$ cat config.mk
export PLATFORM = sky130hd
export DESIGN_NAME = flag_alu
export DESIGN_NICKNAME = d
export VERILOG_FILES = /design/src/rtl/alu_pkg.sv /design/src/rtl/alu_decode.sv /design/src/rtl/alu_datapath.sv /design/src/rtl/alu_flags.sv /design/src/rtl/flag_alu.sv
export SDC_FILE = /design/constraint.sdc
export NUM_CORES = 1
export LEC_CHECK = 0
export BUFFER_PORTS_ARGS = -buffer_cell sky130_fd_sc_hd__buf_2
export CAP_MARGIN = 20
export CORE_MARGIN = 10
export CORE_UTILIZATION = 60
export DETAILED_ROUTE_END_ITERATION = 16
export PLACE_DENSITY = 0.79
export SYNTH_ARGS = -nofsm -noshare
export SYNTH_HDL_FRONTEND = slang
export SYNTH_SLANG_ARGS = --single-unit
$ cat constraint.sdc
create_clock -name clk -period 9.9 [get_ports clk]
set_clock_uncertainty 0.2 [all_clocks]
set_input_delay 1.98 -clock clk [delete_from_list [all_inputs] [get_ports clk]]
set_output_delay 1.98 -clock clk [all_outputs]
set_load 0.02 [all_outputs]
$ cat src/rtl/alu_pkg.sv
package alu_pkg;
  typedef enum logic [3:0] {
    OP_ADD = 4'd0,
    OP_OR  = 4'd1,
    OP_ADC = 4'd2,
    OP_SBB = 4'd3,
    OP_AND = 4'd4,
    OP_SUB = 4'd5,
    OP_XOR = 4'd6,
    OP_CMP = 4'd7,
    OP_INC = 4'd8,
    OP_DEC = 4'd9
  } alu_op_e;

  typedef enum logic [1:0] {
    LF_AND = 2'd0,
    LF_OR  = 2'd1,
    LF_XOR = 2'd2
  } logic_fn_e;

  localparam int NFLAGS = 6;
  localparam int FL_C = 0;
  localparam int FL_P = 1;
  localparam int FL_A = 2;
  localparam int FL_Z = 3;
  localparam int FL_S = 4;
  localparam int FL_O = 5;

  typedef struct packed {
    logic      known;
    logic      is_logic;
    logic      is_sub;
    logic      use_cin;
    logic      incdec;
    logic      wr_result;
    logic_fn_e lfn;
  } alu_ctl_t;
endpackage

$ cat src/rtl/alu_decode.sv
module alu_decode
  import alu_pkg::*;
(
  input  logic [3:0] op,
  output alu_ctl_t   ctl
);
  always_comb begin
    ctl = '0;
    ctl.lfn = LF_AND;
    unique case (op)
      OP_ADD: begin ctl.known = 1'b1; ctl.wr_result = 1'b1; end
      OP_ADC: begin ctl.known = 1'b1; ctl.wr_result = 1'b1; ctl.use_cin = 1'b1; end
      OP_SUB: begin ctl.known = 1'b1; ctl.wr_result = 1'b1; ctl.is_sub = 1'b1; end
      OP_SBB: begin
        ctl.known = 1'b1; ctl.wr_result = 1'b1; ctl.is_sub = 1'b1; ctl.use_cin = 1'b1;
      end
      OP_CMP: begin ctl.known = 1'b1; ctl.is_sub = 1'b1; end
      OP_INC: begin ctl.known = 1'b1; ctl.wr_result = 1'b1; ctl.incdec = 1'b1; end
      OP_DEC: begin
        ctl.known = 1'b1; ctl.wr_result = 1'b1; ctl.incdec = 1'b1; ctl.is_sub = 1'b1;
      end
      OP_AND: begin ctl.known = 1'b1; ctl.wr_result = 1'b1; ctl.is_logic = 1'b1; ctl.lfn = LF_AND; end
      OP_OR:  begin ctl.known = 1'b1; ctl.wr_result = 1'b1; ctl.is_logic = 1'b1; ctl.lfn = LF_OR;  end
      OP_XOR: begin ctl.known = 1'b1; ctl.wr_result = 1'b1; ctl.is_logic = 1'b1; ctl.lfn = LF_XOR; end
      default: ctl = '0;
    endcase
  end
endmodule

$ cat src/rtl/alu_datapath.sv
module alu_datapath
  import alu_pkg::*;
#(
  parameter int DATA_W = 32
) (
  input  alu_ctl_t          ctl,
  input  logic [1:0]        size,
  input  logic [DATA_W-1:0] opa,
  input  logic [DATA_W-1:0] opb,
  input  logic              carry_in,
  output logic [DATA_W-1:0] res,
  output logic              carry,
  output logic              aux,
  output logic              ovf,
  output logic              sign
);
  localparam int W_Q = DATA_W / 4;
  localparam int W_H = DATA_W / 2;

  logic [DATA_W-1:0] mask, a_m, b_m, logic_res, arith_res;
  logic [DATA_W:0]   ext_sum, ci_ext;
  logic              ci, sa, sb, sr;

  function automatic logic top_bit(input logic [DATA_W-1:0] v, input logic [1:0] sz);
    case (sz)
      2'd0:    top_bit = v[W_Q-1];
      2'd1:    top_bit = v[W_H-1];
      default: top_bit = v[DATA_W-1];
    endcase
  endfunction

  always_comb begin
    case (size)
      2'd0:    mask = {{(DATA_W-W_Q){1'b0}}, {W_Q{1'b1}}};
      2'd1:    mask = {{(DATA_W-W_H){1'b0}}, {W_H{1'b1}}};
      default: mask = {DATA_W{1'b1}};
    endcase
  end

  assign a_m    = opa & mask;
  assign b_m    = (ctl.incdec ? {{(DATA_W-1){1'b0}}, 1'b1} : opb) & mask;
  assign ci     = ctl.use_cin & carry_in;
  assign ci_ext = {{DATA_W{1'b0}}, ci};

  assign ext_sum = ctl.is_sub ? ({1'b0, a_m} - {1'b0, b_m} - ci_ext)
                              : ({1'b0, a_m} + {1'b0, b_m} + ci_ext);
  assign arith_res = ext_sum[DATA_W-1:0] & mask;

  always_comb begin
    case (ctl.lfn)
      LF_OR:   logic_res = a_m | b_m;
      LF_XOR:  logic_res = a_m ^ b_m;
      default: logic_res = a_m & b_m;
    endcase
  end

  always_comb begin
    case (size)
      2'd0:    carry = ext_sum[W_Q];
      2'd1:    carry = ext_sum[W_H];
      default: carry = ext_sum[DATA_W];
    endcase
  end

  assign aux  = a_m[4] ^ b_m[4] ^ ext_sum[4];
  assign sa   = top_bit(a_m, size);
  assign sb   = top_bit(b_m, size);
  assign sr   = top_bit(arith_res, size);
  assign ovf  = ctl.is_sub ? ((sa != sb) && (sr != sa)) : ((sa == sb) && (sr != sa));
  assign res  = ctl.is_logic ? logic_res : arith_res;
  assign sign = top_bit(res, size);
endmodule

$ cat src/rtl/alu_flags.sv
module alu_flags
  import alu_pkg::*;
#(
  parameter int DATA_W = 32
) (
  input  alu_ctl_t          ctl,
  input  logic [DATA_W-1:0] res,
  input  logic              carry,
  input  logic              aux,
  input  logic              ovf,
  input  logic              sign,
  output logic [NFLAGS-1:0] fl,
  output logic [NFLAGS-1:0] fl_we
);
  always_comb begin
    fl    = '0;
    fl_we = '0;
    if (ctl.known) begin
      fl[FL_S] = sign;
      fl[FL_Z] = (res == '0);
      fl[FL_P] = ~^res[7:0];
      fl_we    = '1;
      if (!ctl.is_logic) begin
        fl[FL_O] = ovf;
        fl[FL_A] = aux;
        fl[FL_C] = carry;
      end
      if (ctl.incdec) begin
        fl[FL_C]    = 1'b0;
        fl_we[FL_C] = 1'b0;
      end
    end
  end
endmodule

$ cat src/rtl/flag_alu.sv
module flag_alu
  import alu_pkg::*;
#(
  parameter int DATA_W = 32
) (
  input  logic              clk,
  input  logic              rst,
  input  logic              in_valid,
  input  logic [3:0]        op,
  input  logic [1:0]        size,
  input  logic [DATA_W-1:0] opa,
  input  logic [DATA_W-1:0] opb,
  input  logic              carry_in,
  output logic              out_valid,
  output logic [DATA_W-1:0] result,
  output logic              result_we,
  output logic [5:0]        flags,
  output logic [5:0]        flag_we
);
  alu_ctl_t          ctl;
  logic [DATA_W-1:0] dp_res;
  logic              dp_c, dp_a, dp_o, dp_s;
  logic [NFLAGS-1:0] nx_fl, nx_we;

  alu_decode u_dec (.op(op), .ctl(ctl));

  alu_datapath #(.DATA_W(DATA_W)) u_dp (
    .ctl(ctl), .size(size), .opa(opa), .opb(opb), .carry_in(carry_in),
    .res(dp_res), .carry(dp_c), .aux(dp_a), .ovf(dp_o), .sign(dp_s)
  );

  alu_flags #(.DATA_W(DATA_W)) u_fl (
    .ctl(ctl), .res(dp_res), .carry(dp_c), .aux(dp_a), .ovf(dp_o), .sign(dp_s),
    .fl(nx_fl), .fl_we(nx_we)
  );

  always_ff @(posedge clk) begin
    if (rst) begin
      out_valid <= 1'b0;
      result    <= '0;
      result_we <= 1'b0;
      flags     <= '0;
      flag_we   <= '0;
    end else begin
      out_valid <= in_valid;
      if (in_valid) begin
        result    <= ctl.known ? dp_res : '0;
        result_we <= ctl.wr_result;
        flags     <= nx_fl;
        flag_we   <= nx_we;
      end
    end
  end
endmodule

== Yosys cells after proc, flatten, opt, wreduce, memory -nomap -nowiden ==
Cells that the tools add are included.

* Register bits: 46
* Bits of input ports: 74
* Output and inout port bits: 46
* Word-level logic and storage cells: 71

* Add/sub/neg operators: 4
* Equality and inequality tests: 15
* Mux-type cells: 26
* Bitwise logic cells: 9
* Reduce and logical (&&, ||, !) cells: 12

{| class="wikitable"
|+ Operators with widths
! cell !! number
|-
| bitwise AND 32 bit || 4
|-
| case mux 32 bit (2 select lines) || 2
|-
| 2-to-1 mux 32 bit || 3
|-
| adder 32 x 32 -> 33 bit || 1
|-
| adder 33 x 1 -> 33 bit || 1
|-
| 2-to-1 mux 33 bit || 1
|-
| subtractor 32 x 32 -> 33 bit || 1
|-
| subtractor 33 x 1 -> 33 bit || 1
|-
| zero test 32 bit || 1
|-
| OR 32 bit || 1
|-
| XOR 32 bit || 1
|-
| == test 4 x 3 -> 1 bit (second input constant) || 4
|-
| 2-to-1 mux 1 bit || 12
|-
| 2-to-1 mux 6 bit || 2
|-
| case mux 1 bit (2 select lines) || 5
|-
| OR reduction 10 bit || 1
|-
| OR reduction 9 bit || 1
|-
| == test 4 x 2 -> 1 bit (second input constant) || 2
|-
| == test 4 bit (second input constant) || 2
|-
| XNOR reduction 8 bit || 1
|-
| == test 2 x 1 -> 1 bit (second input constant) || 2
|-
| == test 4 x 1 -> 1 bit (second input constant) || 1
|-
| zero test 4 bit || 1
|-
| case mux 2 bit (2 select lines) || 1
|-
| 10 further kinds || 14
|}

== Longest topological paths before layout ==
Gate-level depths: netlist (run 1).

* Word-level depth: 15
* Gate-level depth with buffers: 24

== Hierarchy ==
From an unflattened synthesis (run 1), not the netlist that was laid out.

* Cell total of the unflattened synthesis: 1,210
* Area, all modules: 8,750.9 um^2

{| class="wikitable"
|+ Modules (own cells, without submodules)
! module !! times used !! cells each !! area an instance (um^2)
|-
| alu_datapath || 1 || 974 || 6,462.4
|-
| flag_alu || 1 || 186 || 1,940.6
|-
| alu_flags || 1 || 37 || 266.5
|-
| alu_decode || 1 || 13 || 81.3
|}

== Least setup slack after synthesis (run 1) ==
OpenSTA, ideal clock, no wires.

* Kind: input -> register
* From: in op[1]
* To: reg flags[3]
* Arrival time: 6.546 ns
* Required time: 9.616 ns
* Setup slack: 3.069 ns
* Cell stages on the path: 21
* Cells stage by stage: buf_2 or3b_1 clkbuf_1 nand2b_1 inv_1 fa_1 inv_1 ha_1 or2_2 fa_1 nor3_1 o21ai_1 o211ai_1 a21boi_1 o31ai_2 o311ai_1 xnor2_1 o22ai_1 a21o_1 or4_4 o31ai_2

* Word-level cells in the longest chain between the ends: 12
* Elaborated cells between the ends (all ways): 39
* Classes of those cells: 4 x add/sub; 11 x eq/ne; 11 x mux; 6 x bitwise; 7 x reduce/logical

{| class="wikitable"
|+ RTL lines
! what !! line !! RTL
|-
| start: declaration || flag_alu.sv:9 || <nowiki>input logic [3:0] op,</nowiki>
|-
| == test 4 bit || alu_decode.sv:10 || <nowiki>unique case (op)</nowiki>
|-
| OR reduction 2 bit (no line) || -- ||
|-
| 2-to-1 mux 1 bit || alu_decode.sv:10 ||
|-
| 2-to-1 mux 32 bit || alu_datapath.sv:41 || <nowiki>assign b_m = (ctl.incdec ? {{(DATA_W-1){1'b0}}, 1'b1} : opb) & mask;</nowiki>
|-
| bitwise AND 32 bit || alu_datapath.sv:41 ||
|-
| adder 32 x 32 -> 33 bit / subtractor 32 x 32 -> 33 bit (equally long branches) || alu_datapath.sv:46, alu_datapath.sv:45 ||
|-
| adder 33 x 1 -> 33 bit / subtractor 33 x 1 -> 33 bit (equally long branches) || alu_datapath.sv:46, alu_datapath.sv:45 ||
|-
| 2-to-1 mux 33 bit || alu_datapath.sv:45 || <nowiki>assign ext_sum = ctl.is_sub ? ({1'b0, a_m} - {1'b0, b_m} - ci_ext)</nowiki>
|-
| bitwise AND 32 bit || alu_datapath.sv:47 || <nowiki>assign arith_res = ext_sum[DATA_W-1:0] & mask;</nowiki>
|-
| 2-to-1 mux 32 bit || alu_datapath.sv:70 || <nowiki>assign res = ctl.is_logic ? logic_res : arith_res;</nowiki>
|-
| zero test 32 bit || alu_flags.sv:20 || <nowiki>fl[FL_Z] = (res == '0);</nowiki>
|-
| 2-to-1 mux 6 bit (*) || alu_flags.sv:18 || <nowiki>if (ctl.known) begin</nowiki>
|-
| end signal: assignment || flag_alu.sv:49 || <nowiki>flags <= nx_fl;</nowiki>
|-
| end: declaration || flag_alu.sv:17 || <nowiki>output logic [5:0] flags,</nowiki>
|}

Every way passes the cells marked *; elsewhere a longest branch is shown, timed or not.
A chain may end at the register's enable or synchronous reset.

== Worst setup path in the final report (run 1) ==
* From: in op[3]
* To: reg flags[3]

Same word-level chain as after synthesis.

==> metrics.txt, run 1 <==
outcome completed; final setup violation count 0; CTS tree built; post-route cell area around 9000 um2; # IOs between 100 and 150; total track usage 28.26%; Slew Limit Fails 0; clock tree buffer depth 2; Routed WL per cell 19.57 um; pre-CTS setup slack ~2.3 ns; CTS resizes 0; CORE AREA about 13000 um2; fin worst setup slack roughly 2.5 ns; register share of total power approximately a fifth; Fin Setup TNS 0 ns; Pleak 4.183 nW; async set or reset register ratio after synthesis 0%; dpl hpwl between 20000 and 25000 um; routability cong. between 1 and 1.5; Synth Instances 1181; post-synthesis average cell area around 7 um2; Tcrit/Tclk final approximately three quarters; Num Clock Sinks between 40 and 50; Yosys warning total 0; Max stage delay cell, worst path or3b_1; area taken by multi-input logic gates 6654 um2; worst path required time 9.91 ns; drc violations 0; placed cell areas just under 9000 um2; leading post-synthesis cells by cell area ha_1, dfxtp_1, nand2_1, a21oi_1, nor2_1; vias in the first global route ~8.1k; Synth top area share 18.77%; switching portion of total power 46.48%; register bit total from synthesis between 40 and 50; # fillers between 1k and 1.5k; Pwr Density 112.7 nW/um2; remaining antenna violation count after routing 0; # rows 42; Seq/Total Area, Yosys about a tenth; layout cells sized above 1 around 14%; worst-path fanout max 15; clock-pin transition on the worst setup and hold timing paths about 0.06 ns; FF-to-FF Start result[22]; port buffer count between 100 and 150; CP Launch Type input port; Final Util approximately 67%; DRT Wirelength approximately 28000 um; Post-synth top flop dfxtp_1; clk root buf clkbuf_16; crit end category register; Critical Path AT about 7.4 ns; Synth area leader ha_1; min-delay worst type register to register; Die Area about 19000 um2; initial antenna violation count 0; Die X about 140 um; count leader, synth nand2_1; Num CTS Buffers 5; largest net degree at the start of global routing 43; hold-fix buffers at CTS 0; CP cell instances buf_2 > or3b_1 > nand2b_1 > inv_1 > fa_1 > inv_1 > ha_1 > or2_2 > fa_1 > nor3_1 > o21ai_1 > o211ai_1 > a21boi_1 > o31ai_2 > o311ai_1 > xnor2_1 > o22ai_1 > a21o_1 > or4_4 > o31ai_2; first-pass GRT wire length around 43000 um; vias after detailed routing roughly 9k; FF/Latch Area around 840 um2; HP Start result_we; Post-Syn Area about 8200 um2; fmax ~0.14 GHz; Psw between 0.4 and 0.5 mW; fin crit period between 7 and 8 ns; Layout area overhead 8.944%; Worst Tran Pin Value ~1.2 ns; top post-synthesis cells by count nand2_1, ha_1, nor2_1; combinational fraction of design power ~63%; DIE HEIGHT 136.9 um; Pre-Repair DR Iteration Count 6; DRT iter0 DRCs 1207; Final Hold Viols 0; worst setup path class input port to register; initial core utilization 61.66%; Slew HR between 10% and 20%; n_diodes 0; routed vias/inst between 6 and 7; Final #Nets ~1.4k; unrepaired setup endpoints after global routing false; Syn Nets ~1.4k; Clock Power Share 18.5%; Post-CTS Setup Bufs 0; post-synth cell types 88; Clk Latency, worst-skew pair about 0.28 ns; Worst Setup SP op[3]; max-cap violation count 0; Cell Int Power roughly 0.54 mW; H-tree depth 2; EDFF count, synth 0; Max stage delay on crit path 0.66 ns; aggregate global routing overflow 0; worst vdd ir just under 0.1 mV
## flip-flops by register name (all words and copies together), names as in the netlist
name,count
flag_we,2
flags,6
out_valid,1
result,32
result_we,1
## cells in the final DEF, fill, tap and decap left out, types with 33 or more instances in the layout
master / count
buf_2: 119
ha_1: 122
nor2_1: 108
xnor2_1: 33
a21oi_1: 82
dfxtp_1: 42
inv_1: 104
o211ai_1: 39
nand2_1: 143
o21ai_0: 70
## kinds of logic after synthesis
family	after synthesis	synth area share, %
simple gates	413	23.76
flops	42	10.26
fa+ha+maj	127	19.75
compound gates	362	30.62
mux	14	2.045
xor+xnor	46	4.915
buf+inv	177	8.654
## metal layers
| layer | share of wire [%] | vias to the layer above | track usage, % |
|---|---|---|---|
| met1 | 44 | 4141 | 40.59 |
| met2 | 42 | 500 | 43.04 |
| met3 | 12 | 44 | 5.535 |
| li1 | - | 4321 | - |
| met5 | 0 | - | 0 |
| met4 | 1.8 | 0 | 4.742 |
## critical path: cells and delay by family
| family | cells | cell delay (ns) |
|---|---|---|
| AOI/OAI and AO/OA | 8 | 1.82 |
| xor gates and xnor gates | 1 | 0.16 |
| adders and majority gates | 3 | 1.18 |
| buffers and inverters | 3 | 0.33 |
| and+or+nand+nor | 5 | 1.91 |
## final timing paths
path / to / cells after the start / slack (ns)
worst max register to register: result[22] / 2 / 8.94
worst min register to register: result_we / 2 / 0.26
worst max-delay path: flags[3] / 20 / 2.53
worst min-delay path: result_we / 2 / 0.26
## power groups by stage
stage	Sequential [mW]	Combinational, mW	Clock [mW]
finish	0.188	0.633	0.186
global route	0.189	0.691	0.193
CTS	0.187	0.616	0.186
detailed placement	0.191	0.612	0
global placement	0.191	0.608	0
floorplan	0.204	0.446	0
## through the flow
stage / std cells / hold WS, ns / power [mW]
after floorplan: 1181 / 0.3325 / 0.6503
after global placement: 1412 / 0.2487 / 0.7991
after detailed placement: 1412 / 0.2535 / 0.8031
after CTS: 1420 / 0.2635 / 0.9894
after global routing: 1420 / 0.2868 / 1.074
final: 1420 / 0.2587 / 1.007
## final cells by class
cell class	instances	area share, %
Multi-Input combinational cell	962	74.50
Sequential cell	42	9.414
Timing Repair Buffer	127	7.341
Inverter	105	4.413
Tap cell	176	2.466
Clock buffer	6	1.443
Clock inverter	2	0.4203
No activity file was read; power rests on OpenSTA's default activity.
==> run 2, diff against run 1 <==
Clock period 9.9 ns to 6.98 ns, I/O delays scaled along.
==> run 2 against run 1 <==
Effect of this change: die area stayed put; sequential power increased by 41%; power grew 40%; clock power up 26%; register-to-register slack worse by 2.9 ns; clock-buffer cell count stayed put; design area grew 0.53%; non-clock buffer count is 8 higher; via count increased by 1.5%; sequential share of layout area barely moved; setup slack got worse by 1.9 ns; first-iteration DRC count up 3.8%; critical path type unchanged.
==> metrics.txt, run 2 (same netlist as run 1, synthesis figures left out) <==
CTS resizes 0; H-tree depth 2; Clock Power Share between 10% and 20%; largest net degree at the start of global routing between 40 and 50; max reg flops 32; routability cong. 1.067; remaining antenna violation count after routing 0; register share of total power a little under a fifth; dpl hpwl 22350 um; Num CTS Buffers 5; min-delay worst type register to register; FF-to-FF Start result[20]; Worst R2R Path Depth 2; DIE HEIGHT 136.9 um; Psw ~0.67 mW; hold-fix buffers at CTS 0; Worst Tran Pin Value around 1.2 ns; WHS Endpoint result_we; HP Start result_we; Pleak about 4.2 nW; # rows 42; DRT iter0 DRCs 1253; crit end category register; Fin Setup TNS 0 ns; vias after detailed routing around 9.1k; combinational fraction of design power around 65%; outcome completed; Die X 136.9 um; Num Clock Sinks 42; Pwr Density ~160 nW/um2; WHS Path Cells 2; total track usage between 20 and 30%; CP Launch Type input port; CORE AREA 13300 um2; clock-pin transition on the worst setup and hold timing paths about 0.060 ns; Largest Register result; initial core utilization between 60% and 70%; Final #Nets 1452; Slew HR around a fifth; Cell Int Power 0.7425 mW; Routed WL per cell between 15 and 20 um; clk root buf clkbuf_16; FF/Latch Area between 800 and 900 um2; max-cap violation count 0; Tcrit/Tclk final roughly 92%; fmax between 0.15 and 0.2 GHz; initial antenna violation count 0; # fillers around 1.2k; DRT Wirelength approximately 28000 um; Die Area around 19000 um2; fin crit period 6.388 ns; Slew Limit Fails 0; Final Hold Viols 0; commonest non-fill, non-tap cell in the layout nand2_1; final setup violation count 0; Layout area overhead 9.524%; vias in the first global route 8300; drc violations 0; r2r setup slk between 6 and 7 ns; worst setup path class input port to register; clock tree buffer depth 2; worst path required time between 6 and 7 ns; first-pass GRT wire length around 44000 um; aggregate global routing overflow 0; unrepaired setup endpoints after global routing false; layout cells sized above 1 roughly 15%; switching portion of total power 47.38%; Clk Latency, worst-skew pair approximately 0.28 ns; CTS tree built; routed vias/inst approximately 6.4; pre-CTS setup slack 0.5071 ns; port buffer count 119; most frequent cells in the layout nand2_1, ha_1, buf_2, nor2_1, inv_1; fin worst setup slack 0.5915 ns; Critical Path AT 6.39 ns; FF-to-FF End result[20]; Pre-Repair DR Iteration Count 6; # IOs 120; Post-CTS Setup Bufs 0; area taken by multi-input logic gates 6654 um2; worst-path fanout max 11; largest registers result (32), flags (6), flag_we (2); worst vdd ir about 0.096 mV
-- run 2: changes by cell type in the layout (fill, tap and decap cells not counted) --
cell,delta
buf_4,+8
bufinv_16,-1
clkbuf_1,-1
clkbuf_8,+1
clkinv_2,+1
diode_2,+1
-- run 2: how the worst max path moves through the flow --
stage / start / depth (start not counted) / endpoint / slack, ns
2_1_floorplan: op[1] / 21 / flags[3] / 0.73
3_3_place_gp: op[3] / 20 / flags[3] / 0.61
3_5_place_dp: op[3] / 21 / flags[3] / 0.51
4_1_cts: op[3] / 19 / flags[3] / 0.69
5_1_grt: op[3] / 19 / flags[3] / 0.38
6_report: op[3] / 19 / flags[3] / 0.59
-- run 2: critical path: stages --
cell	delay, ns
buf_2	0.19
or3b_1	0.38
nand2b_1	0.15
inv_1	0.09
fa_1	0.51
inv_1	0.06
ha_1	0.19
or2_2	0.29
fa_1	0.46
nor3_1	0.19
o21ai_1	0.13
o211ai_1	0.30
a21boi_1	0.18
o31ai_2	0.46
o21ai_0	0.27
xnor2_1	0.24
o221ai_1	0.17
or4_4	0.51
o31ai_2	0.23
-- run 2: stage by stage --
stage / power (mW) / cells / utilization (%) / hold slack [ns] / area (um2)
after floorplan: 0.9224 / 1181 / - / 0.3325 / 8198
after global placement: 1.146 / 1420 / 66.37 / 0.2423 / 8825
after detailed placement: 1.149 / 1420 / 66.37 / 0.2532 / 8825
after CTS: 1.386 / 1428 / 67.51 / 0.2625 / 8976
after global routing: 1.506 / 1428 / 67.51 / 0.2854 / 8976
final: 1.411 / 1429 / 67.53 / 0.2585 / 8979
-- run 2: cell type report --
type / instances / area share (%)
multi-input combinational: 962 / 74.11
clock inverter: 2 / 0.1394
antenna: 1 / 0.02787
tap: 176 / 2.453
sequential: 42 / 9.365
clock buffer: 6 / 1.547
timing repair buffer: 135 / 7.971
inverter: 105 / 4.390
-- run 2: metal layers --
layer | wire [um] | up-vias | global-route usage, %
met5 | 0 | - | 0
met4 | 581 | 0 | 7.436
met3 | 3488 | 48 | 4.985
met2 | 11770 | 580 | 42.93
met1 | 12420 | 4179 | 41.98
li1 | - | 4337 | -
-- run 2: power by group through the flow --
stage               Clock [mW]  Sequential, mW  Combinational (mW)
CTS                      0.235           0.266               0.885
detailed placement           0           0.271               0.878
global placement             0           0.271               0.876
global route             0.245           0.269               0.993
finish                   0.235           0.266               0.910
floorplan                    0           0.290               0.632
